$ cat src/rtl/hash_irq_pkg.sv
`timescale 1ns/1ps
package hash_irq_pkg;
  localparam int SRC_N   = 4;
  localparam int ADDR_W  = 2;
  // status and enable bit positions
  localparam int BIT_CTX  = 3;
  localparam int BIT_PART = 2;
  localparam int BIT_FIFO = 1;
  localparam int BIT_RES  = 0;
  // register addresses
  localparam logic [ADDR_W-1:0] A_STATUS = 2'd0;
  localparam logic [ADDR_W-1:0] A_ENABLE = 2'd1;
  localparam logic [ADDR_W-1:0] A_GLOBAL = 2'd2;
  typedef logic [SRC_N-1:0] src_vec_t;
endpackage

$ cat src/rtl/hash_irq_evmap.sv
`timescale 1ns/1ps
module hash_irq_evmap
  import hash_irq_pkg::*;
(
  input  logic     ctx_load_evt,
  input  logic     part_done_evt,
  input  logic     fifo_room_evt,
  input  logic     result_evt,
  input  logic     suspend_req,
  input  logic     final_hash,
  output src_vec_t set_vec
);
  logic part_as_result;

  // a suspend on a closing pass yields a complete result, not a partial one
  assign part_as_result = part_done_evt && suspend_req && final_hash;

  always_comb begin
    set_vec           = '0;
    set_vec[BIT_CTX]  = ctx_load_evt;
    set_vec[BIT_PART] = part_done_evt && !part_as_result;
    set_vec[BIT_FIFO] = fifo_room_evt;
    set_vec[BIT_RES]  = result_evt || part_as_result;
  end
endmodule

$ cat src/rtl/hash_irq_status.sv
`timescale 1ns/1ps
module hash_irq_status #(
  parameter int N = 4
) (
  input  logic         clk,
  input  logic         rst,
  input  logic [N-1:0] set_vec,
  input  logic [N-1:0] clr_vec,
  output logic [N-1:0] status
);
  for (genvar i = 0; i < N; i++) begin : g_bit
    always_ff @(posedge clk) begin
      if (rst)             status[i] <= 1'b0;
      else if (set_vec[i]) status[i] <= 1'b1;   // set beats clear
      else if (clr_vec[i]) status[i] <= 1'b0;
    end
  end
endmodule

$ cat src/rtl/hash_irq_cfg.sv
`timescale 1ns/1ps
module hash_irq_cfg
  import hash_irq_pkg::*;
#(
  parameter int N  = SRC_N,
  parameter int AW = ADDR_W
) (
  input  logic          clk,
  input  logic          rst,
  input  logic          reg_wr,
  input  logic          reg_rd,
  input  logic [AW-1:0] reg_addr,
  input  logic [N-1:0]  reg_wdata,
  input  logic [N-1:0]  status,
  output logic [N-1:0]  clr_vec,
  output logic [N-1:0]  enable,
  output logic          gie,
  output logic [N-1:0]  reg_rdata
);
  logic [N-1:0] rd_mux;

  assign clr_vec = (reg_wr && reg_addr == AW'(A_STATUS)) ? reg_wdata : '0;

  always_ff @(posedge clk) begin
    if (rst) begin
      enable <= '0;
      gie    <= 1'b0;
    end else if (reg_wr) begin
      if (reg_addr == AW'(A_ENABLE)) enable <= reg_wdata;
      if (reg_addr == AW'(A_GLOBAL)) gie    <= reg_wdata[0];
    end
  end

  always_comb begin
    rd_mux = '0;
    if (reg_addr == AW'(A_STATUS))      rd_mux = status;
    else if (reg_addr == AW'(A_ENABLE)) rd_mux = enable;
    else if (reg_addr == AW'(A_GLOBAL)) rd_mux = N'(gie);
  end

  always_ff @(posedge clk) begin
    if (rst)         reg_rdata <= '0;
    else if (reg_rd) reg_rdata <= rd_mux;
  end
endmodule

$ cat src/rtl/hash_irq_out.sv
`timescale 1ns/1ps
module hash_irq_out
  import hash_irq_pkg::*;
#(
  parameter int N = SRC_N
) (
  input  logic         clk,
  input  logic         rst,
  input  logic [N-1:0] status,
  input  logic [N-1:0] enable,
  input  logic         gie,
  output logic         irq_main,
  output logic         irq_part
);
  always_ff @(posedge clk) begin
    if (rst) begin
      irq_main <= 1'b0;
      irq_part <= 1'b0;
    end else begin
      irq_main <= gie && (|(status & enable));
      irq_part <= gie && status[BIT_PART];   // per-source mask bypassed
    end
  end
endmodule

$ cat src/rtl/hash_irq_ctrl.sv
`timescale 1ns/1ps
module hash_irq_ctrl
  import hash_irq_pkg::*;
#(
  parameter int AW = ADDR_W
) (
  input  logic              clk,
  input  logic              rst,
  input  logic              ctx_load_evt,
  input  logic              part_done_evt,
  input  logic              fifo_room_evt,
  input  logic              result_evt,
  input  logic              suspend_req,
  input  logic              final_hash,
  input  logic              reg_wr,
  input  logic              reg_rd,
  input  logic [AW-1:0]     reg_addr,
  input  logic [SRC_N-1:0]  reg_wdata,
  output logic [SRC_N-1:0]  reg_rdata,
  output logic              irq_main,
  output logic              irq_part
);
  src_vec_t set_vec, clr_vec, status_q, enable_q;
  logic     gie_q;

  hash_irq_evmap u_map (
    .ctx_load_evt (ctx_load_evt),
    .part_done_evt(part_done_evt),
    .fifo_room_evt(fifo_room_evt),
    .result_evt   (result_evt),
    .suspend_req  (suspend_req),
    .final_hash   (final_hash),
    .set_vec      (set_vec)
  );

  hash_irq_status #(.N(SRC_N)) u_stat (
    .clk    (clk),
    .rst    (rst),
    .set_vec(set_vec),
    .clr_vec(clr_vec),
    .status (status_q)
  );

  hash_irq_cfg #(.N(SRC_N), .AW(AW)) u_cfg (
    .clk      (clk),
    .rst      (rst),
    .reg_wr   (reg_wr),
    .reg_rd   (reg_rd),
    .reg_addr (reg_addr),
    .reg_wdata(reg_wdata),
    .status   (status_q),
    .clr_vec  (clr_vec),
    .enable   (enable_q),
    .gie      (gie_q),
    .reg_rdata(reg_rdata)
  );

  hash_irq_out #(.N(SRC_N)) u_out (
    .clk     (clk),
    .rst     (rst),
    .status  (status_q),
    .enable  (enable_q),
    .gie     (gie_q),
    .irq_main(irq_main),
    .irq_part(irq_part)
  );
endmodule

$ cat config.mk
export PLATFORM = sky130hd
export DESIGN_NAME = hash_irq_ctrl
export DESIGN_NICKNAME = d
export VERILOG_FILES = /design/src/rtl/hash_irq_pkg.sv /design/src/rtl/hash_irq_evmap.sv /design/src/rtl/hash_irq_status.sv /design/src/rtl/hash_irq_cfg.sv /design/src/rtl/hash_irq_out.sv /design/src/rtl/hash_irq_ctrl.sv
export SDC_FILE = /design/constraint.sdc
export NUM_CORES = 1
export LEC_CHECK = 0
export BUFFER_PORTS_ARGS = -buffer_cell sky130_fd_sc_hd__buf_4
export CAP_MARGIN = 20
export CORE_AREA = 2 2 44 76
export CTS_BUF_LIST = sky130_fd_sc_hd__clkbuf_8
export DETAILED_ROUTE_END_ITERATION = 7
export DIE_AREA = 0 0 46 78
export GPL_ROUTABILITY_DRIVEN = 0
export HOLD_SLACK_MARGIN = 0.12
export SETUP_SLACK_MARGIN = 0.02
export SLEW_MARGIN = 20
export SYNTH_ARGS = -nofsm -noshare
export SYNTH_HDL_FRONTEND = slang
export SYNTH_HIERARCHICAL = 1
export SYNTH_SLANG_ARGS = --single-unit
$ cat constraint.sdc
create_clock -name clk -period 2 [get_ports clk]
set_input_delay 0 -clock clk [delete_from_list [all_inputs] [get_ports clk]]
set_output_delay 0 -clock clk [all_outputs]
set_load 0.01 [all_outputs]
==> metrics.csv <==
metric;value;unit
status;completed;
yosysWarnings;6;
fin_area;1075;µm²
die_y;78;µm
final_hold_viol_count;0;
insertedDiodeCount;0;
overflow;0;
vdd_ir_drop_max;0.2335;mV
grt_pass1_vias;647;
r2r_cells;4;
setup_viol;0;
maxSlewViolCount;0;
rows;26;
synth_seq_cells;15;
vias;645;
p_sw_share;22.76;%
hold_path.class;input pin to register;
dp.final_hpwl;1.225;mm
netlist_area;686.9;µm²
fin_skew;0.4504;ps
grt_pass1_wl;2.808;mm
drc;0;
grtUsageTotal;11.31;%
antenna_found_initial;0;
cts_root_buffer;clkbuf_8;
io_pins;22;
drive_gt1_share;25.66;%
place_inst;119;
comb_power_share;16.1;%
drv_cap;0;
worstPathRequired;2190;ps
finalCritPeriodShare;72.93;%
worst_pin_slew;356.7;ps
start_util;23.46;%
crit_fanout;3;
ant_nets;0;
setup.worst_path.start_class;register;
p_leak;0.5173;nW
crit_start;u_stat/status[0];
viasPerCell;4.574;
ys_seq_area_share;43.72;%
endpoint_kind;register;
p_int;0.0005152;W
total_power;0.0006670;W
syn_area_per_cell;9.283;µm²
yosysUniqueCellTypes;20;
portBuffers;21;
insertion_delay;250;ps
post_dp_cell_area;849.6;µm²
wl_per_cell;12.17;µm
cts.clk_slew.worst_paths;60;ps
clockPowerShare;35.8;%
layout_commonest_cell;buf_4;
worstReg2RegStart;u_stat/status[0];
coreArea;2928;µm²
max_clock_freq;685.6;MHz
max_slew_margin;76.17;%
tns;0;ps
p_switching;0.0001518;W
wirelength;1.716;mm
clock-sinks;15;
finalNetCount;130;
seq_power_share;48.2;%
rsz0062_at_grt;no;
layout_common_cells;21 x buf_4, 18 x dlygate4sd3_1, 15 x dfxtp_1, 10 x nor2_1, 8 x a21oi_1;
r2r_end;u_cfg/reg_rdata[0];
power_per_cell_area;620.6;nW/µm²
die_width;46;µm
critPathCapture;u_cfg/reg_rdata[0];
syn_nets;90;
drt-initial-drc-count;10;
syn_to_final_growth;56.47;%
cts_made_buffers;3;
fin_crit;1459;ps
cts_tree;built;
r2r_setup_slack;540;ps
htree_levels;1;
cp.arrival;1650;ps
path_class;register to register;
clockBufferDepth;2;
dr.pass1.iters;3;
grt_max_degree;15;
stdcell_count;141;
synthCells;74;
die_area;3588;µm²
fillers;293;
## flip-flops by register name (all words and copies together), names as in the netlist
name,cells
u_cfg/reg_rdata,4
u_cfg/gie,1
u_out/irq_main,1
u_out/irq_part,1
u_cfg/enable,4
u_stat/status,4
## area by class of cell
class | instances | area [µm²] | area share (%)
sequential | 15 | 300.3 | 27.94
timing repair buffer | 39 | 337.8 | 31.43
multi-input combinational | 50 | 337.8 | 31.43
clock buffer | 3 | 41.29 | 3.842
tap | 28 | 35.03 | 3.260
inverter | 5 | 18.77 | 1.746
clock inverter | 1 | 3.754 | 0.3492
## cells in the mapped netlist (all sizes together)
library cell | instances | share of area (%)
dfxtp | 15 | 44
nor2 | 10 | 5.5
a21oi | 8 | 5.8
mux2i | 6 | 8.7
inv | 5 | 2.7
nand2b | 5 | 4.6
and2 | 4 | 3.6
buf | 4 | 4.4
nor2b | 4 | 3.6
mux2 | 3 | 4.9
nand3b | 3 | 3.8
a22oi | 2 | 2.2
a21boi | 1 | 1.1
a31o | 1 | 1.3
nor3 | 1 | 1.5
nor3b | 1 | 1.1
o211a | 1 | 1.5
## timing repair
item	CTS	global route
setup buffers	0	0
hold endpoints to repair	13	0
gates resized for setup	0	0
hold buffers	18	0
## routing by layer
layer / routed length [µm] / up-vias / global-route usage (%)
li1: - / 323 / -
met1: 589 / 307 / 10.87
met2: 985 / 11 / 18.89
met3: 73 / 4 / 2.326
met4: 68 / 0 / 9.429
met5: 0 / - / 0
## power by group through the flow
stage,Sequential [W],Clock (W),Combinational (W)
floorplan,0.000326,0,0.0000437
global placement,0.000327,0,0.0000789
detailed placement,0.000328,0,0.0000797
CTS,0.000321,0.000248,0.000107
global route,0.000323,0.000264,0.000117
finish,0.000321,0.000239,0.000107
## critical path, cell delays in order (launching register included)
cell and delay, ps:
dfxtp_1 380, mux2i_1 100, o211a_1 220, nor3_2 130, dlygate4sd3_1 570
## per-stage QoR
step           worst slack [ps]  hold WS, ps  utilization (%)
2_1_floorplan              1148        69.07                -
3_3_place_gp               1087        241.1            29.02
3_5_place_dp               1034        252.5            29.02
4_1_cts                   557.9        133.1            36.71
5_1_grt                   473.7        162.2            36.71
6_report                  541.3        144.3            36.71
## kinds of logic after synthesis
kind of cell	Yosys count	synth area share, %
simple gates	28	23.68
flops	15	43.72
compound gates	13	11.84
mux	9	13.66
buf+inv	9	7.103
## how the worst min path moves through the flow
stage             startpoint            endpoint  slack (ps)  cells past startpoint
2_1_floorplan            rst    u_stat/status[0]          70                      1
3_3_place_gp   fifo_room_evt    u_stat/status[1]         240                      3
3_5_place_dp    ctx_load_evt    u_stat/status[3]         250                      3
4_1_cts          reg_addr[1]  u_cfg/reg_rdata[2]         130                      4
5_1_grt          reg_addr[1]  u_cfg/reg_rdata[2]         160                      4
6_report         reg_addr[1]  u_cfg/reg_rdata[2]         140                      4
Note: power is estimated with default switching activity, not from simulation.
